==> src/rtl/rtc_regfile_pkg.sv <==
package rtc_regfile_pkg;
  localparam logic [7:0] OFF_CTRL  = 8'h40;
  localparam logic [7:0] OFF_STAT  = 8'h44;
  localparam logic [7:0] OFF_INTEN = 8'h48;
  localparam logic [7:0] OFF_KEYA  = 8'h6C;
  localparam logic [7:0] OFF_KEYB  = 8'h70;
  localparam logic [7:0] OFF_WAKE  = 8'h7C;

  localparam logic [31:0] KEY_A = 32'h83E7_0B13;
  localparam logic [31:0] KEY_B = 32'h95A4_F1E0;

  // storable bits per register
  localparam logic [7:0] CTRL_MASK  = 8'h8D;
  localparam logic [7:0] CTRL_RMASK = 8'h0D;
  localparam logic [7:0] INTEN_MASK = 8'h0C;
  localparam logic [7:0] WAKE_MASK  = 8'h02;

  localparam int NUM_EVT = 4;

  typedef enum logic [1:0] {LK_SHUT, LK_HALF, LK_OPEN} lockState_t;
  typedef enum logic [2:0] {SEL_NONE, SEL_CTRL, SEL_STAT, SEL_INTEN, SEL_WAKE} rdSel_t;

  typedef struct packed {
    logic   wrCtrl;
    logic   wrStat;
    logic   wrInten;
    logic   wrWake;
    logic   rdStat;
    rdSel_t rdSel;
  } regStrobe_t;
endpackage

==> src/rtl/rtc_reg_ctrl.sv <==
module rtc_reg_ctrl
  import rtc_regfile_pkg::*;
#(
  parameter int ADDR_W = 8,
  parameter int DATA_W = 32
) (
  input  logic              clk,
  input  logic              rstN,
  input  logic              wrEn,
  input  logic              rdEn,
  input  logic [ADDR_W-1:0] addr,
  input  logic [DATA_W-1:0] wrData,
  output regStrobe_t        strb,
  output logic              isOpen,
  output logic              isHalf
);
  lockState_t lockQ;
  logic hitCtrl, hitStat, hitInten, hitWake, hitKeyA, hitKeyB;

  assign hitCtrl  = addr == ADDR_W'(OFF_CTRL);
  assign hitStat  = addr == ADDR_W'(OFF_STAT);
  assign hitInten = addr == ADDR_W'(OFF_INTEN);
  assign hitWake  = addr == ADDR_W'(OFF_WAKE);
  assign hitKeyA  = addr == ADDR_W'(OFF_KEYA);
  assign hitKeyB  = addr == ADDR_W'(OFF_KEYB);

  assign isOpen = lockQ == LK_OPEN;
  assign isHalf = lockQ == LK_HALF;

  // unlock sequencer: key A arms, key B opens, anything wrong shuts
  always_ff @(posedge clk or negedge rstN) begin
    if (!rstN) begin
      lockQ <= LK_SHUT;
    end else if (wrEn && hitKeyA) begin
      lockQ <= (wrData == DATA_W'(KEY_A)) ? LK_HALF : LK_SHUT;
    end else if (wrEn && hitKeyB && lockQ == LK_HALF) begin
      lockQ <= (wrData == DATA_W'(KEY_B)) ? LK_OPEN : LK_SHUT;
    end
  end

  always_comb begin
    strb.wrCtrl  = wrEn && isOpen && hitCtrl;
    strb.wrStat  = wrEn && isOpen && hitStat;
    strb.wrInten = wrEn && isOpen && hitInten;
    strb.wrWake  = wrEn && isOpen && hitWake;
    strb.rdStat  = rdEn && hitStat;
    if (hitCtrl)       strb.rdSel = SEL_CTRL;
    else if (hitStat)  strb.rdSel = SEL_STAT;
    else if (hitInten) strb.rdSel = SEL_INTEN;
    else if (hitWake)  strb.rdSel = SEL_WAKE;
    else               strb.rdSel = SEL_NONE;
  end
endmodule

==> src/rtl/rtc_reg_dp.sv <==
module rtc_reg_dp
  import rtc_regfile_pkg::*;
#(
  parameter int DATA_W     = 32,
  parameter int HALF_TICKS = 65536
) (
  input  logic              clk,
  input  logic              rstN,
  input  regStrobe_t        strb,
  input  logic [7:0]        wrByte,
  input  logic              halfTick,
  input  logic [NUM_EVT-1:0] evtVec,
  input  logic              evtAlarm,
  output logic [DATA_W-1:0] rdData,
  output logic              irq,
  output logic              wakeReq,
  output logic              secUpdate,
  output logic              busy,
  output logic [7:0]        ctrlByte,
  output logic [7:0]        statusByte,
  output logic [7:0]        intenByte,
  output logic [7:0]        wakeByte
);
  localparam int CNT_W = (HALF_TICKS > 2) ? $clog2(HALF_TICKS) : 1;
  localparam logic [CNT_W-1:0] CNT_LAST = CNT_W'(HALF_TICKS - 1);

  logic [7:0] ctrlQ, intenQ, wakeQ;
  logic puQ, alQ;
  logic [NUM_EVT-1:0] evQ;
  logic [CNT_W-1:0] cntQ;
  logic runBit, atLast;

  always_ff @(posedge clk or negedge rstN) begin
    if (!rstN) begin
      ctrlQ  <= '0;
      intenQ <= '0;
      wakeQ  <= '0;
    end else begin
      if (strb.wrCtrl)  ctrlQ  <= wrByte & CTRL_MASK;
      if (strb.wrInten) intenQ <= wrByte & INTEN_MASK;
      if (strb.wrWake)  wakeQ  <= wrByte & WAKE_MASK;
    end
  end

  // sticky flags: set wins over write-one-to-clear
  always_ff @(posedge clk or negedge rstN) begin
    if (!rstN) begin
      puQ <= 1'b1;
      alQ <= 1'b0;
    end else begin
      if (strb.wrStat && wrByte[7]) puQ <= 1'b0;
      if (evtAlarm) alQ <= 1'b1;
      else if (strb.wrStat && wrByte[6]) alQ <= 1'b0;
    end
  end

  // event flags, cleared by a status read
  for (genvar gi = 0; gi < NUM_EVT; gi++) begin : g_evt
    always_ff @(posedge clk or negedge rstN) begin
      if (!rstN)            evQ[gi] <= 1'b0;
      else if (evtVec[gi])  evQ[gi] <= 1'b1;
      else if (strb.rdStat) evQ[gi] <= 1'b0;
    end
  end

  assign runBit = ctrlQ[0];
  assign atLast = cntQ == CNT_LAST;

  always_ff @(posedge clk or negedge rstN) begin
    if (!rstN)         cntQ <= '0;
    else if (!runBit)  cntQ <= '0;
    else if (halfTick) cntQ <= atLast ? '0 : cntQ + 1'b1;
  end

  assign busy      = runBit && atLast;
  assign secUpdate = busy && halfTick;

  assign ctrlByte   = ctrlQ & CTRL_RMASK;
  assign statusByte = {puQ, alQ, evQ, runBit, busy};
  assign intenByte  = intenQ;
  assign wakeByte   = wakeQ;

  always_comb begin
    unique case (strb.rdSel)
      SEL_CTRL:  rdData = DATA_W'(ctrlByte);
      SEL_STAT:  rdData = DATA_W'(statusByte);
      SEL_INTEN: rdData = DATA_W'(intenByte);
      SEL_WAKE:  rdData = DATA_W'(wakeByte);
      default:   rdData = '0;
    endcase
  end

  assign irq     = (alQ && intenQ[3]) || (evQ[0] && intenQ[2]);
  assign wakeReq = alQ && wakeQ[1];

  // split power is a write-only control
  logic unusedSplit;
  assign unusedSplit = ctrlQ[7];
endmodule

==> src/rtl/rtc_regfile.sv <==
module rtc_regfile
  import rtc_regfile_pkg::*;
#(
  parameter int ADDR_W     = 8,
  parameter int DATA_W     = 32,
  parameter int HALF_TICKS = 65536
) (
  input  logic              clk,
  input  logic              rstN,
  input  logic              wrEn,
  input  logic              rdEn,
  input  logic [ADDR_W-1:0] addr,
  input  logic [DATA_W-1:0] wrData,
  output logic [DATA_W-1:0] rdData,
  input  logic              halfTick,
  input  logic              evtSec,
  input  logic              evtMin,
  input  logic              evtHour,
  input  logic              evtDay,
  input  logic              evtAlarm,
  output logic              irq,
  output logic              wakeReq,
  output logic              secUpdate,
  output logic              ctrlRun,
  output logic              ctrlAutoComp,
  output logic              ctrlHour12,
  output logic              ctrlSplit
);
  regStrobe_t strb;
  logic isOpen, isHalf, busy, evtAny, rdStatS, wrStatS;
  logic [7:0] ctrlByte, statusByte, intenByte, wakeByte, ctrlRaw;

  rtc_reg_ctrl #(.ADDR_W(ADDR_W), .DATA_W(DATA_W)) i_ctrl (
    .clk(clk), .rstN(rstN), .wrEn(wrEn), .rdEn(rdEn), .addr(addr),
    .wrData(wrData), .strb(strb), .isOpen(isOpen), .isHalf(isHalf)
  );

  rtc_reg_dp #(.DATA_W(DATA_W), .HALF_TICKS(HALF_TICKS)) i_dp (
    .clk(clk), .rstN(rstN), .strb(strb), .wrByte(wrData[7:0]),
    .halfTick(halfTick), .evtVec({evtDay, evtHour, evtMin, evtSec}),
    .evtAlarm(evtAlarm), .rdData(rdData), .irq(irq), .wakeReq(wakeReq),
    .secUpdate(secUpdate), .busy(busy), .ctrlByte(ctrlByte),
    .statusByte(statusByte), .intenByte(intenByte), .wakeByte(wakeByte)
  );

  // split bit is held in a separate flop so it never shows on reads
  always_ff @(posedge clk or negedge rstN) begin
    if (!rstN)            ctrlRaw <= '0;
    else if (strb.wrCtrl) ctrlRaw <= wrData[7:0] & CTRL_MASK;
  end

  assign ctrlRun      = ctrlByte[0];
  assign ctrlAutoComp = ctrlByte[2];
  assign ctrlHour12   = ctrlByte[3];
  assign ctrlSplit    = ctrlRaw[7];

  assign evtAny  = evtSec | evtMin | evtHour | evtDay;
  assign rdStatS = strb.rdStat;
  assign wrStatS = strb.wrStat;
endmodule

==> config.mk <==
export PLATFORM = sky130hd
export DESIGN_NAME = rtc_regfile
export DESIGN_NICKNAME = d
export VERILOG_FILES = /design/src/rtl/rtc_regfile_pkg.sv /design/src/rtl/rtc_reg_ctrl.sv /design/src/rtl/rtc_reg_dp.sv /design/src/rtl/rtc_regfile.sv
export SDC_FILE = /design/constraint.sdc
export NUM_CORES = 1
export LEC_CHECK = 0
export ABC_AREA = 1
export BUFFER_PORTS_ARGS = -buffer_cell sky130_fd_sc_hd__buf_2
export CAP_MARGIN = 30
export CORE_MARGIN = 3
export CORE_UTILIZATION = 33
export CTS_CLUSTER_DIAMETER = 120
export DETAILED_ROUTE_END_ITERATION = 16
export MAX_ROUTING_LAYER = met4
export SYNTH_ARGS = -nofsm -noshare
export SYNTH_HDL_FRONTEND = slang
export SYNTH_SLANG_ARGS = --single-unit
==> constraint.sdc <==
create_clock -name clk -period 2.9 [get_ports clk]
set_input_delay 0.58 -clock clk [delete_from_list [all_inputs] [get_ports clk]]
set_output_delay 0.58 -clock clk [all_outputs]
set_load 0.01 [all_outputs]
==> key figures, run 1 <==
Pwr
  – Cell Pwr Density: 465 nW/µm²
  – Peak supply drop: 194 µV
  – Static Leak: 1.49 nW

Placed design
  – Final Wtd Congestion: 0.864
  – DP HPWL: 4.59 mm
  – Cell area after placement: 2610 µm²
  – Port bufs: 64

Detailed routing
  – WL met1: 2.69 mm
  – Metal3 WL: 384 µm
  – Pre-antenna DRT Iters: 4
  – Metal2 WL: 2.56 mm
  – 1st-iter DRT viols: 108
  – Via count: 2199
  – Post-Route WL: 5.72 mm
  – DR DRC count: 0
  – Vias per cell: 4.54
  – Post-route ant nets: 0
  – Post-DR wirelength/cell: 11.8 µm
  – Uppermost layer routed: met4

Die
  – Initial Util: 35.2%
  – Cell row count: 29
  – Die Span Y: 89.5 µm
  – Die width: 89.5 µm
  – Core Area: 6530 µm²
  – Die area: 8000 µm²
  – I/O pins: 89

Setup path
  – Critical path class: input port to output port
  – Largest fanout on the critical path: 3
  – CP Cell Sequence: buf_2 -> nor2_2 -> nand3_1 -> nor3_1 -> nand2_1 -> o21ai_0 -> buf_2
  – RR Endpoint: i_dp.cntQ[7]$_DFFE_PN0P_
  – R2r setup slk: 1.40 ns
  – Worst Setup Start Kind: input port
  – R2r startpoint: i_dp.ctrlQ[0]$_DFFE_PN0P_
  – CP max stage delay: 0.33 ns
  – Critical Path RT: 2.32 ns
  – CP Capture Type: output port
  – CP max stage cell: nor3_1
  – CP arrival: 1.68 ns
  – R2r worst-path depth: 7
  – CP dominant cell by count: buf_2
  – Crit path max-delay family: simple AND/OR/NAND/NOR gates
  – Buffers and inverters on the worst path: 2

Global routing
  – Vias in the first global route: 1949
  – GR Overflow Total: 0
  – First-pass GRT wire length: 9.09 mm
  – Global Route Usage Sum: 15.3%
  – Initial antenna violation count: 0
  – Largest net degree at the start of global routing: 32

Layout
  – Final core occ: 41.8%
  – Area Overhead vs Synth: 18.7%
  – NumNets Final: 457
  – Diode count: 0
  – Share of cells above drive strength 1: 26.3%
  – Design Area, Final: 2730 µm²

Clock tree
  – Clk slew on worst S/H paths: 0.08 ns
  – Postcts setup bufs: 0
  – CTS tree: yes
  – CTS Root Cell: clkbuf_8
  – Post-CTS sizing: 0
  – Clock Sinks: 31
  – H-Tree Level Count: 2
  – Hold-fix buffers, CTS: 0
  – Clk Latency, worst-skew pair: 0.29 ns
  – CTS buffer count: 5
  – Worst-case clock buffer depth: 2

Logic synthesis
  – Flops & latches, synth: 31
  – Distinct cells, synth: 32
  – Gate count of the mapped netlist: 337
  – Post-synthesis async set-or-reset flop share: 100%
  – Seq/Total Area, Yosys: 33.8%
  – Mapped cell area: 2300 µm²
  – Area leader, netlist: dfrtp_1
  – EDFF count, synth: 0
  – Top post-synthesis cells by area: dfrtp_1, nand2_1, nor2_1
  – Ys flop type: dfrtp_1
  – Average size of a mapped cell: 6.82 µm²
  – Ys Warns: 0
  – Synth top area share: 32.7%

Timing
  – Final clock skew: 0.0125 ns
  – Worst Tran Pin Value: 0.723 ns
  – Fin. max-slew vios: 0
  – Endpoints failing setup: 0
  – Fmax: 443 MHz
  – Final cycle utilization of the critical path: 77.9%
  – Setup TNS: 0 ns
  – Hold Fails Final Rpt: 0
  – RSZ-0062 raised after global routing: no
  – Max-slew headroom: 51.8%
  – Min cycle time layout: 2.26 ns

Run
  – Max-capacitance violation count: 0

Run status
  – Status: complete, no violations

Hold path
  – Worst Hold Class: input port to async pin
-- synthesized netlist by cell type (2+ instances only) --
cell and number:
nor2_2 7, nor2_4 5, o211ai_1 2, nor3_4 2
o21ai_0 7, nand3_1 23, o21ai_1 3, inv_2 6
a21oi_1 3, nor3_1 6, inv_1 41, nor2_1 58
nand2_1 79, o21bai_1 7, xor2_1 3, dfrtp_1 30
nand4_1 8, buf_4 24, nand2_2 10
-- stage by stage --
| stage | instances | setup slack, ns | hold WS [ns] | total power [mW] |
|---|---|---|---|---|
| after floorplan | 360 | 1.03 | 0.284 | 0.754 |
| after global placement | 476 | 0.735 | 0.449 | 0.819 |
| after detailed placement | 476 | 0.691 | 0.457 | 0.822 |
| after CTS | 484 | 0.633 | 0.372 | 1.28 |
| after global routing | 484 | 0.512 | 0.402 | 1.34 |
| final | 484 | 0.642 | 0.345 | 1.27 |
-- metal layers --
metal,GRT usage (%),up-vias
met4,5.01,0
met5,-,-
met3,2.49,11
met2,22.8,65
met1,21.0,982
li1,-,1141
-- registers in the layout, indices dropped and copies added, names as in the netlist --
signal           count
i_dp.cntQ           16
i_dp.ctrlQ           4
i_dp.statusByte      4
i_ctrl.lockQ         2
i_dp.intenByte       2
i_dp.alQ             1
i_dp.puQ             1
i_dp.wakeByte        1
-- final cells by class --
cell class                 count  area (µm²)
clock buffer                   6        82.6
clock inverter                 2        35.0
fill                         684        3800
inverter                      48         185
multi-input combinational    256        1230
sequential                    31         777
tap                           77        96.3
timing repair buffer          64         320
-- placed cells by master (no fill, tap or decap) --
master,netlist,routed
nand2_1,79,79
buf_2,0,64
nor2_1,58,58
inv_1,41,41
dfrtp_1,30,30
conb_1,1,24
nand3_1,23,23
nand2_2,10,10
nand4_1,8,8
nor2_2,7,7
o21ai_0,7,7
o21bai_1,7,7
inv_2,6,6
nor3_1,6,6
clkbuf_8,0,6
nor2_4,5,5
xor2_1,3,3
a21oi_1,3,3
o21ai_1,3,3
nor3_4,2,2
o211ai_1,2,2
nor3_2,1,1
nor4_1,1,1
a22o_1,1,1
o21ai_2,1,1
clkinv_4,1,1
nand3_2,1,1
o21a_1,1,1
a31oi_1,1,1
nand3b_1,1,1
ha_1,1,1
clkinv_2,0,1
bufinv_16,0,1
dfstp_2,1,1
-- cell families after synthesis --
kind of cell	after synthesis	synth area share, %
other	1	0.163
adders and majority gates	1	0.544
AOI/OAI and AO/OA	26	7.13
and+or+nand+nor	202	40.8
xor gates and xnor gates	3	1.14
buffers and inverters	73	16.4
DFF	31	33.8
-- power by group --
| group | total (mW) | internal [mW] | leakage [nW] | switching [mW] |
|---|---|---|---|---|
| Clock | 0.450 | 0.278 | 0.0612 | 0.172 |
| Sequential | 0.544 | 0.483 | 0.375 | 0.0606 |
| Combinational | 0.274 | 0.101 | 1.05 | 0.173 |
| Total | 1.27 | 0.863 | 1.49 | 0.406 |
-- worst max-delay path by stage --
| stage | cells past startpoint | startpoint | endpoint |
|---|---|---|---|
| 6_report | 7 | addr[1] | rdData[1] |
| 5_1_grt | 8 | i_dp.cntQ[1]$_DFFE_PN0P_ | rdData[0] |
| 4_1_cts | 6 | i_dp.cntQ[1]$_DFFE_PN0P_ | secUpdate |
| 3_5_place_dp | 7 | addr[1] | rdData[1] |
| 3_3_place_gp | 7 | addr[1] | rdData[2] |
| 2_1_floorplan | 6 | addr[6] | rdData[1] |
(Power assumes the default switching activity.)
==> inputs of run 2 (changes only) <==
==> constraint.sdc (replaced) <==
create_clock -name clk -period 2.07 [get_ports clk]
set_input_delay 0.414 -clock clk [delete_from_list [all_inputs] [get_ports clk]]
set_output_delay 0.414 -clock clk [all_outputs]
set_load 0.01 [all_outputs]
==> run 2 against run 1 <==
Via count fell by 1.1%; final area is 1.2% higher; register-to-register slack worse by 0.86 ns; highest routed layer unchanged; die area is the same; sequential share of layout area decreased by 0.34 points; clock skew down 0.0039 ns; critical path depth fell by 1.
==> key figures, run 2 (same netlist as run 1, synthesis figures left out) <==
Run status
  – Status: complete, no violations (unchanged)

Layout
  – Max reg flops: 16 (unchanged)
  – Most frequent cells in the layout: nand2_1, buf_2, nor2_1 (unchanged)
  – FF/Latch Area: 777 µm² (unchanged)
  – # fillers: 700 (was 684)
  – Commonest non-fill, non-tap cell in the layout: nand2_1 (unchanged)
  – Final core occ: 42.3% (was 41.8%)
  – Largest reg by FF count: i_dp.cntQ (unchanged)
  – Post-route insts no fill: 488 (was 484)
  – Area Overhead vs Synth: 20.1% (was 18.7%)
  – Share of cells above drive strength 1: 28.2% (was 26.3%)
  – NumNets Final: 461 (was 457)
  – Multi-input combinational cell area: 1260 µm² (was 1230 µm²)
  – Diode count: 0 (unchanged)

Die
  – Initial Util: 35.2% (unchanged)
  – Die area: 8000 µm² (unchanged)
  – Die width: 89.5 µm (unchanged)
  – Cell row count: 29 (unchanged)
  – I/O pins: 89 (unchanged)
  – Core Area: 6530 µm² (unchanged)
  – Die Span Y: 89.5 µm (unchanged)

Placed design
  – Placed Cells: 476 (unchanged)
  – Port bufs: 64 (unchanged)
  – DP HPWL: 4.41 mm (was 4.59 mm)
  – Final Wtd Congestion: 0.855 (was 0.864)

Timing
  – Hold Fails Final Rpt: 0 (unchanged)
  – Fmax: 508 MHz
  – RSZ-0062 raised after global routing: no (unchanged)
  – Worst Tran Pin Value: 0.690 ns (was 0.723 ns)
  – Fin. max-slew vios: 0 (unchanged)
  – Min cycle time layout: 1.97 ns
  – Endpoints failing setup: 0 (unchanged)
  – Final clock skew: 0.00858 ns (was 0.0125 ns)
  – Max-slew headroom: 54.0% (was 51.8%)
  – Hold Worst Slack: 0.161 ns (was 0.345 ns)
  – Final cycle utilization of the critical path: 95.1%
  – Setup TNS: 0 ns (unchanged)

Detailed routing
  – Pre-antenna DRT Iters: 4 (unchanged)
  – Vias per cell: 4.46 (was 4.54)
  – Via count: 2175 (was 2199)
  – Post-DR wirelength/cell: 11.0 µm (was 11.8 µm)
  – Post-Route WL: 5.39 mm (was 5.72 mm)
  – Post-route ant nets: 0 (unchanged)
  – DR DRC count: 0 (unchanged)
  – 1st-iter DRT viols: 116 (was 108)

Run
  – Max-capacitance violation count: 0 (unchanged)

Pwr
  – Cell Pwr Density: 601 nW/µm² (was 465 nW/µm²)
  – Peak supply drop: 237 µV (was 194 µV)
  – Static Leak: 1.50 nW (was 1.49 nW)
  – PnR Total Power: 1.66 mW (was 1.27 mW)

Setup path
  – CP Cell Sequence: ha_2 -> nand2_2 -> nor2_4 -> nand2_4 -> nor4_2 -> buf_2 (was buf_2 -> nor2_2 -> nand3_1 -> nor3_1 -> nand2_1 -> o21ai_0 -> buf_2)
  – Critical Path Sink: secUpdate (was rdData[1])
  – Worst Setup Start Kind: flip-flop (was input port)
  – Setup crit start: i_dp.cntQ[0]$_DFFE_PN0P_ (was addr[1])
  – Crit path max-delay family: simple AND/OR/NAND/NOR gates (unchanged)
  – Critical path class: flip-flop to output port (was input port to output port)
  – CP max stage delay: 0.38 ns (was 0.33 ns)
  – R2r worst-path depth: 11 (was 7)
  – R2r startpoint: i_dp.cntQ[0]$_DFFE_PN0P_ (was i_dp.ctrlQ[0]$_DFFE_PN0P_)
  – CP max stage cell: dfrtp_1 (was nor3_1)
  – Critical Path RT: 1.66 ns (was 2.32 ns)
  – CP arrival: 1.56 ns (was 1.68 ns)
  – CP Capture Type: output port (unchanged)
  – CP Depth: 6 (was 7)
  – RR Endpoint: i_dp.cntQ[1]$_DFFE_PN0P_ (was i_dp.cntQ[7]$_DFFE_PN0P_)
  – Largest fanout on the critical path: 5 (was 3)
  – R2r setup slk: 0.54 ns (was 1.40 ns)
  – Buffers and inverters on the worst path: 1 (was 2)

Clock tree
  – Clock Sinks: 31 (unchanged)
  – CTS buffer count: 5 (unchanged)
  – H-Tree Level Count: 2 (unchanged)
  – Clk slew on worst S/H paths: 0.08 ns (about the same)
  – CTS Root Cell: clkbuf_8 (unchanged)
  – Hold-fix buffers, CTS: 0 (unchanged)
  – Clk Latency, worst-skew pair: 0.29 ns (about the same)
  – CTS tree: yes (unchanged)
  – Worst-case clock buffer depth: 2 (unchanged)

Global routing
  – Largest net degree at the start of global routing: 32 (unchanged)
  – First-pass GRT wire length: 8.84 mm (was 9.09 mm)
  – Initial antenna violation count: 0 (unchanged)
  – GR Overflow Total: 0 (unchanged)
  – Vias in the first global route: 1895 (was 1949)
  – Global Route Usage Sum: 14.6% (was 15.3%)

Hold path
  – Worst Hold Class: input port to async pin (unchanged)
[run 2: cell type report]
type                            count  area share [%]
Clock buffer                        5            2.49
Clock inverter                      3           0.907
Inverter                           48            6.71
Multi-Input combinational cell    256            45.6
Sequential cell                    31            28.2
Tap cell                           77            3.49
Timing Repair Buffer               68            12.7
[run 2: power by group]
| part | total [mW] | internal (mW) | switching [mW] |
|---|---|---|---|
| Clock | 0.495 | 0.240 | 0.255 |
| Sequential | 0.761 | 0.677 | 0.0845 |
| Combinational | 0.402 | 0.157 | 0.245 |
| Total | 1.66 | 1.07 | 0.584 |
[run 2: worst min path at each step]
stage	cells past startpoint	slack [ns]	from	endpoint
final	1	0.16	rstN	i_dp.cntQ[10]$_DFFE_PN0P_
after global routing	1	0.21	rstN	i_dp.cntQ[10]$_DFFE_PN0P_
after CTS	1	0.19	rstN	i_dp.alQ$_DFFE_PN0P_
after detailed placement	2	0.45	i_dp.puQ$_DFFE_PN1P_	i_dp.puQ$_DFFE_PN1P_
after global placement	2	0.45	i_dp.puQ$_DFFE_PN1P_	i_dp.puQ$_DFFE_PN1P_
after floorplan	0	0.12	rstN	i_ctrl.lockQ[0]$_DFFE_PN0P_
[run 2: timing repair]
item | in CTS | in global routing
endpoints found under the setup margin | 2 | 2
gates resized for setup | 1 | 6
buffers inserted | 1 | 3
pin swaps | 0 | 3
hold endpoints to repair | 0 | 0
[run 2: per-layer routing]
| metal | GRT usage [%] | part of all wire (%) |
|---|---|---|
| met5 | - | 0 |
| met4 | 4.06 | 1.1 |
| met3 | 2.76 | 6.0 |
| met2 | 21.9 | 45 |
| met1 | 20.0 | 48 |
[run 2: worst reg2reg max path, cell delays in order, from the launching register on]
cell,delay (ns)
dfrtp_1,0.38
ha_2,0.21
nand2_2,0.07
nor2_4,0.14
nand2_4,0.09
buf_4,0.15
inv_2,0.06
nand3_2,0.06
nand2_2,0.12
inv_2,0.05
nand2_1,0.05
nand2_1,0.04
[run 2: per-stage QoR]
step | setup slack, ns | cell area [µm²]
2_1_floorplan | 0.406 | 2380
3_3_place_gp | 0.238 | 2610
3_5_place_dp | 0.208 | 2610
4_1_cts | 0.0210 | 2710
5_1_grt | 0.0244 | 2760
6_report | 0.101 | 2760
